**config.mk**
```make
export PLATFORM = sky130hd
export DESIGN_NAME = pulse_pkt_rx
export DESIGN_NICKNAME = d
export VERILOG_FILES = /design/src/rtl/pprx_pkg.sv /design/src/rtl/pprx_seq.sv /design/src/rtl/pprx_buf.sv /design/src/rtl/pprx_ctrl.sv /design/src/rtl/pulse_pkt_rx.sv
export SDC_FILE = /design/constraint.sdc
export NUM_CORES = 1
export LEC_CHECK = 0
export CAP_MARGIN = 20
export CORE_ASPECT_RATIO = 1.75
export CORE_MARGIN = 2
export CORE_UTILIZATION = 40
export DETAILED_ROUTE_END_ITERATION = 6
export DONT_BUFFER_PORTS = 1
export GPL_TIMING_DRIVEN = 0
export PLACE_DENSITY = 0.56
export SYNTH_ARGS = -nofsm -noshare
export SYNTH_HDL_FRONTEND = slang
export SYNTH_SLANG_ARGS = --single-unit
```
**constraint.sdc**
```tcl
create_clock -name clk -period 2.25 [get_ports clk]
set_input_delay 0.45 -clock clk [delete_from_list [all_inputs] [get_ports clk]]
set_output_delay 0.45 -clock clk [all_outputs]
set_load 0.02 [all_outputs]
```
**src/rtl/pprx_pkg.sv**
```systemverilog
`timescale 1ns/1ps
package pprx_pkg;
   typedef enum logic [1:0] {
      LN_CLR  = 2'b00,
      LN_ONE  = 2'b01,
      LN_ZERO = 2'b10,
      LN_STEP = 2'b11
   } line_e;
endpackage

```
**src/rtl/pprx_seq.sv**
```systemverilog
`timescale 1ns/1ps
module pprx_seq
   import pprx_pkg::*;
#(
   parameter int PKT_BITS = 128,
   parameter int CNT_W    = 9,
   localparam int BIT_IW  = $clog2(PKT_BITS)
) (
   input  logic              clk,
   input  logic              rst_n,
   input  logic              we,
   input  logic [1:0]        st,
   output logic              clr,
   output logic              set_en,
   output logic [BIT_IW-1:0] set_idx,
   output logic              deliver,
   output logic              rotate
);
   localparam logic signed [CNT_W-1:0] C_IDLE = -1;
   localparam logic signed [CNT_W-1:0] C_END  = CNT_W'(PKT_BITS);
   localparam logic signed [CNT_W-1:0] C_POST = CNT_W'(PKT_BITS + 1);
   localparam logic signed [CNT_W-1:0] C_ROT  = CNT_W'(PKT_BITS + 7);
   localparam logic signed [CNT_W-1:0] K_B1   = 2;
   localparam logic signed [CNT_W-1:0] K_B2   = 4;

   logic signed [CNT_W-1:0] pos, pos_n;
   logic [1:0]              last, last_n;

   always_comb begin
      pos_n   = pos;
      last_n  = last;
      clr     = 1'b0;
      set_en  = 1'b0;
      deliver = 1'b0;
      rotate  = 1'b0;
      if (we) begin
         if (st == LN_CLR) begin
            clr   = 1'b1;
            pos_n = C_IDLE;
         end
         if (st != last) begin
            last_n = st;
            if (pos > C_END) begin
               case (st)
                  LN_ONE:  pos_n = pos | K_B1;
                  LN_ZERO: pos_n = pos | K_B2;
                  LN_STEP: if (pos == C_ROT) begin
                     pos_n  = pos & ~(K_B1 | K_B2);
                     rotate = 1'b1;
                  end
                  default: ;
               endcase
            end else if (pos == C_END) begin
               if (st == LN_ZERO) begin
                  deliver = 1'b1;
                  pos_n   = C_POST;
               end
            end else begin
               if (st == LN_ONE && !pos[CNT_W-1]) set_en = 1'b1;
               if (st == LN_STEP) pos_n = pos + 1'b1;
            end
         end
      end
   end

   assign set_idx = pos[BIT_IW-1:0];

   always_ff @(posedge clk) begin
      if (!rst_n) begin
         pos  <= C_IDLE;
         last <= LN_STEP;
      end else begin
         pos  <= pos_n;
         last <= last_n;
      end
   end

   AST_POS_RANGE: assert property (@(posedge clk) disable iff (!rst_n)
      (pos >= C_IDLE) && (pos <= C_ROT));
   AST_CLR_IDLE: assert property (@(posedge clk) disable iff (!rst_n)
      (we && st == LN_CLR) |=> (pos == C_IDLE));
   AST_REPEAT_HOLD: assert property (@(posedge clk) disable iff (!rst_n)
      (we && st == last && st != LN_CLR) |=> $stable(pos));
   AST_DELIVER_ONCE: assert property (@(posedge clk) disable iff (!rst_n)
      deliver |=> (pos == C_POST) && !deliver);
endmodule

```
**src/rtl/pprx_buf.sv**
```systemverilog
`timescale 1ns/1ps
module pprx_buf #(
   parameter int PKT_BITS = 128,
   localparam int BIT_IW  = $clog2(PKT_BITS),
   localparam int NBYTES  = PKT_BITS / 8,
   localparam int BYTE_IW = BIT_IW - 3
) (
   input  logic                clk,
   input  logic                rst_n,
   input  logic                clr,
   input  logic                set_en,
   input  logic [BIT_IW-1:0]   set_idx,
   output logic [PKT_BITS-1:0] data
);
   for (genvar b = 0; b < NBYTES; b++) begin : g_byte
      logic [7:0] q;
      logic       hit;
      assign hit = set_en && (set_idx[BIT_IW-1:3] == BYTE_IW'(b));
      always_ff @(posedge clk) begin
         if (!rst_n)   q <= '0;
         else if (clr) q <= '0;
         else if (hit) q[set_idx[2:0]] <= 1'b1;
      end
      assign data[b*8 +: 8] = q;
   end

   AST_BUF_CLEAR: assert property (@(posedge clk) disable iff (!rst_n)
      clr |=> (data == '0));
   AST_BUF_KEEP: assert property (@(posedge clk) disable iff (!rst_n)
      !clr |=> (($past(data) & ~data) == '0));
endmodule

```
**src/rtl/pprx_ctrl.sv**
```systemverilog
`timescale 1ns/1ps
module pprx_ctrl #(
   parameter int IDX_W = 2
) (
   input  logic             clk,
   input  logic             rst_n,
   input  logic             adv,
   input  logic [IDX_W-1:0] mask,
   output logic [IDX_W-1:0] idx
);
   always_ff @(posedge clk) begin
      if (!rst_n)   idx <= '0;
      else if (adv) idx <= (idx + 1'b1) & mask;
   end

   AST_IDX_HOLD: assert property (@(posedge clk) disable iff (!rst_n)
      !adv |=> $stable(idx));
endmodule

```
**src/rtl/pulse_pkt_rx.sv**
```systemverilog
`timescale 1ns/1ps
module pulse_pkt_rx #(
   parameter int PKT_BITS = 128,
   parameter int IDX_W    = 2,
   parameter int CNT_W    = 9
) (
   input  logic                clk,
   input  logic                rst_n,
   input  logic                line_we,
   input  logic [1:0]          line_state,
   input  logic [IDX_W-1:0]    ctrl_mask,
   output logic                pkt_valid,
   output logic [PKT_BITS-1:0] pkt_data,
   output logic [IDX_W-1:0]    ctrl_idx
);
   localparam int BIT_IW = $clog2(PKT_BITS);

   if (PKT_BITS < 16 || (PKT_BITS % 8) != 0 || (1 << BIT_IW) != PKT_BITS) begin : g_bad_bits
      $error("PKT_BITS must be a power of two of at least 16");
   end
   if (CNT_W < BIT_IW + 2) begin : g_bad_cnt
      $error("CNT_W too narrow for PKT_BITS+7 as a signed value");
   end
   if (IDX_W < 1) begin : g_bad_idx
      $error("IDX_W must be at least 1");
   end

   logic              clr, set_en, deliver, rotate;
   logic [BIT_IW-1:0] set_idx;

   pprx_seq #(.PKT_BITS(PKT_BITS), .CNT_W(CNT_W)) u_seq (
      .clk(clk), .rst_n(rst_n), .we(line_we), .st(line_state),
      .clr(clr), .set_en(set_en), .set_idx(set_idx),
      .deliver(deliver), .rotate(rotate));

   pprx_buf #(.PKT_BITS(PKT_BITS)) u_buf (
      .clk(clk), .rst_n(rst_n), .clr(clr), .set_en(set_en),
      .set_idx(set_idx), .data(pkt_data));

   pprx_ctrl #(.IDX_W(IDX_W)) u_ctrl (
      .clk(clk), .rst_n(rst_n), .adv(rotate), .mask(ctrl_mask), .idx(ctrl_idx));

   always_ff @(posedge clk) begin
      if (!rst_n) pkt_valid <= 1'b0;
      else        pkt_valid <= deliver;
   end

   AST_VALID_PULSE: assert property (@(posedge clk) disable iff (!rst_n)
      pkt_valid |=> !pkt_valid);
   AST_NO_WRITE_NO_VALID: assert property (@(posedge clk) disable iff (!rst_n)
      !line_we |=> !pkt_valid);
endmodule

```
==> summary.txt <==
Status -> finished clean
Number of distinct library cells after synthesis -> 52
Seq/Total Area, Yosys -> 55.1%
Share of the synthesized area in the top cell type -> 55.1%
Net Count, Synth -> 622
1st-iter DRT viols -> 376
Primary FF master, synth -> dfxtp_1
Arrival time at the worst endpoint -> 2550 ps
Mapped Area -> 5160 um2
Cells after synthesis -> 613
Number of max-cap violations -> 0
Setup TNS -> 0 ps
Final Hold Viols -> 0
Dpl ws -> -560 ps
Tcrit/Tclk final -> 97.5%
CP Capture Type -> register
HPWL Detailed -> 12800 um
Final setup margin -> 55.5 ps
Worst VDD drop -> 0.000599 V
Final GP Congestion -> 0.935
Clock sink count -> 142
Die W -> 89.8 um
Die footprint -> 13900 um2
Number of global-route vias before repair -> 4497
Final nets -> 648
M3 GR Usage -> 7.79%
Most common cell in the synthesized netlist -> nor2_1
Setup-failing EPs final -> 0
Slowest-stage cell, CP -> or3b_1
Largest delay share family, worst path -> simple AND/OR/NAND/NOR gates
PwrDens -> 946 nW/um2
Largest net degree at the start of global routing -> 18
IO Port Bufs -> 0
Initial antenna violation count -> 0
Vias/cell -> 5.68
Layout cells sized above 1 -> 13.8%
Critical path launch point type -> register
CTS Buf Count -> 17
Die Y -> 154 um
Worst hold path class -> primary input to register
Most Crowded Layer GR -> met2
Design Power -> 5850 uW
Design Area, Final -> 6180 um2
CTS tree -> built
Critical setup path kind -> register to register
Post-synth top area cell -> dfxtp_1
Synth-to-layout area growth -> 19.8%
Area after DPL -> 5390 um2
Grt met2 use -> 46.4%
N_diodes -> 0
Worst slew pin tran -> 704 ps
Slew Limit Headroom -> 52.9%
Buf/Inv on CP -> 2
Initial core utilization -> 41.3%
Routed wire length -> 17500 um
Clk root buf -> clkbuf_16
Core ar. -> 12500 um2
Crit path largest cell delay -> 420 ps
Asr flop ratio synth -> 0%
Global-route wire length before repair -> 26500 um
Crit-path max FO -> 10
Level count of the clock H-tree -> 4
Critical-path cell list -> buf_6 -> clkinvlp_4 -> ha_4 -> nor2b_1 -> a21oi_2 -> nand4_1 -> or3b_1 -> a21oi_1
Global Route met1 Usage -> 25.5%
RSZ-0062 raised after global routing -> true
Longest Clk Path Bufs -> 2
Post-synth EDFFs -> 0
Site row count -> 54
Drt drc -> 0
Post-DRT Antenna Nets -> 0
Average size of a mapped cell -> 8.41 um2
Grt ovf -> 0
Clk_skew -> 11.4 ps
Synth top area cells -> dfxtp_1, a21oi_1, nor2_1
Max Slew Vio Count -> 0
CP Data Required Time -> 2600 ps
Synth Warn # -> 0
Initial DRT Pass Iterations -> 5
Total track usage -> 24.9%
DR WL/cell -> 21.3 um
Clock latency on the worst-skew pair -> 420 ps
Yosys reg bits -> 142
Via count -> 4661
CTS clk-pin slew, worst paths -> 70 ps
Leakage -> 0.00229 uW
Fin crit period -> 2190 ps
Fmax -> 456 MHz
# IOs -> 138
Synth top cells by count -> nor2_1, dfxtp_1, a21oi_1
## layout make-up
type	instances	area (um2)
plain buffers	36	175
clock buffers	17	425
clock inverters	15	170
fillers	1264	6320
inverters	11	48.8
multi-input cells	424	2250
flip-flops and latches	142	2850
well taps	168	210
repair buffers	7	50.0
## kinds of logic after synthesis
logic type / Yosys count / synth area share, %
and+or+nand+nor: 235 / 20.0
muxes: 1 / 0.194
xor gates and xnor gates: 2 / 0.340
DFF: 142 / 55.1
buffers and inverters: 47 / 3.66
adders and majority gates: 2 / 0.485
AOI/OAI and AO/OA: 184 / 20.2
## flip-flops by register name, summed over array words and instances (netlist names), named ones only
signal          flops
pkt_valid           1
u_buf.g_byte.q    128
u_ctrl.idx          2
u_seq.last          2
u_seq.pos           2
## power by group
group | leakage, uW | total [uW] | internal (uW) | switching [uW]
combinational | 0.000850 | 523 | 141 | 382
clock | 0.000293 | 2770 | 1500 | 1280
sequential | 0.00114 | 2550 | 2530 | 19.2
## path summary, 6_finish.rpt
check / start / end / slack, ps / cells past startpoint
setup reg to reg: register / u_ctrl.idx[0] / 60 / 8
setup / recovery: register / u_ctrl.idx[0] / 60 / 8
hold / removal: ctrl_mask[0] / u_ctrl.idx[0] / 270 / 2
hold reg to reg: register / register / 570 / 2
## per-stage QoR
| step | instances | hold WS (ps) | utilization, % |
|---|---|---|---|
| after floorplan | 613 | 510 | - |
| after global placement | 781 | 543 | 42.9 |
| after detailed placement | 784 | 552 | 43.1 |
| after CTS | 816 | 258 | 48.3 |
| after global routing | 820 | 265 | 49.4 |
| final | 820 | 275 | 49.4 |
## metal layers
| metal | vias to the layer above | share of wire, % |
|---|---|---|
| met5 | - | 0 |
| met3 | 46 | 8.2 |
| met2 | 198 | 54 |
| met1 | 2224 | 35 |
| li1 | 2193 | - |
| met4 | 0 | 2.7 |
## worst register-to-register path, delay by kind of cell, from the launching register on
kind,cells,cell delay [ps]
buf+inv,2,330
flops,1,340
fa+ha+maj,1,200
compound gates,2,420
simple gates,3,850
## repair_timing
action	CTS	global route
pin swaps	2	5
hold buffers	0	0
resized for setup	13	43
setup endpoints to repair	71	137
buffers inserted	0	4
## layout by cell type, fill, tap and decap left out, types with 5 or more instances in the layout
cell type	netlist	routed
a21oi_1	139	138
buf_4	0	6
clkbuf_1	30	22
clkbuf_16	0	17
clkbuf_2	0	9
dfxtp_1	142	140
inv_1	11	9
inv_8	0	5
nand2_1	21	21
nand2b_1	6	6
nand3_1	10	9
nand4_1	6	6
nor2_1	152	140
nor2_2	0	12
nor2b_1	5	5
nor3_1	17	9
nor3_2	0	6
o21ai_0	7	7
(Power assumes the default switching activity.)
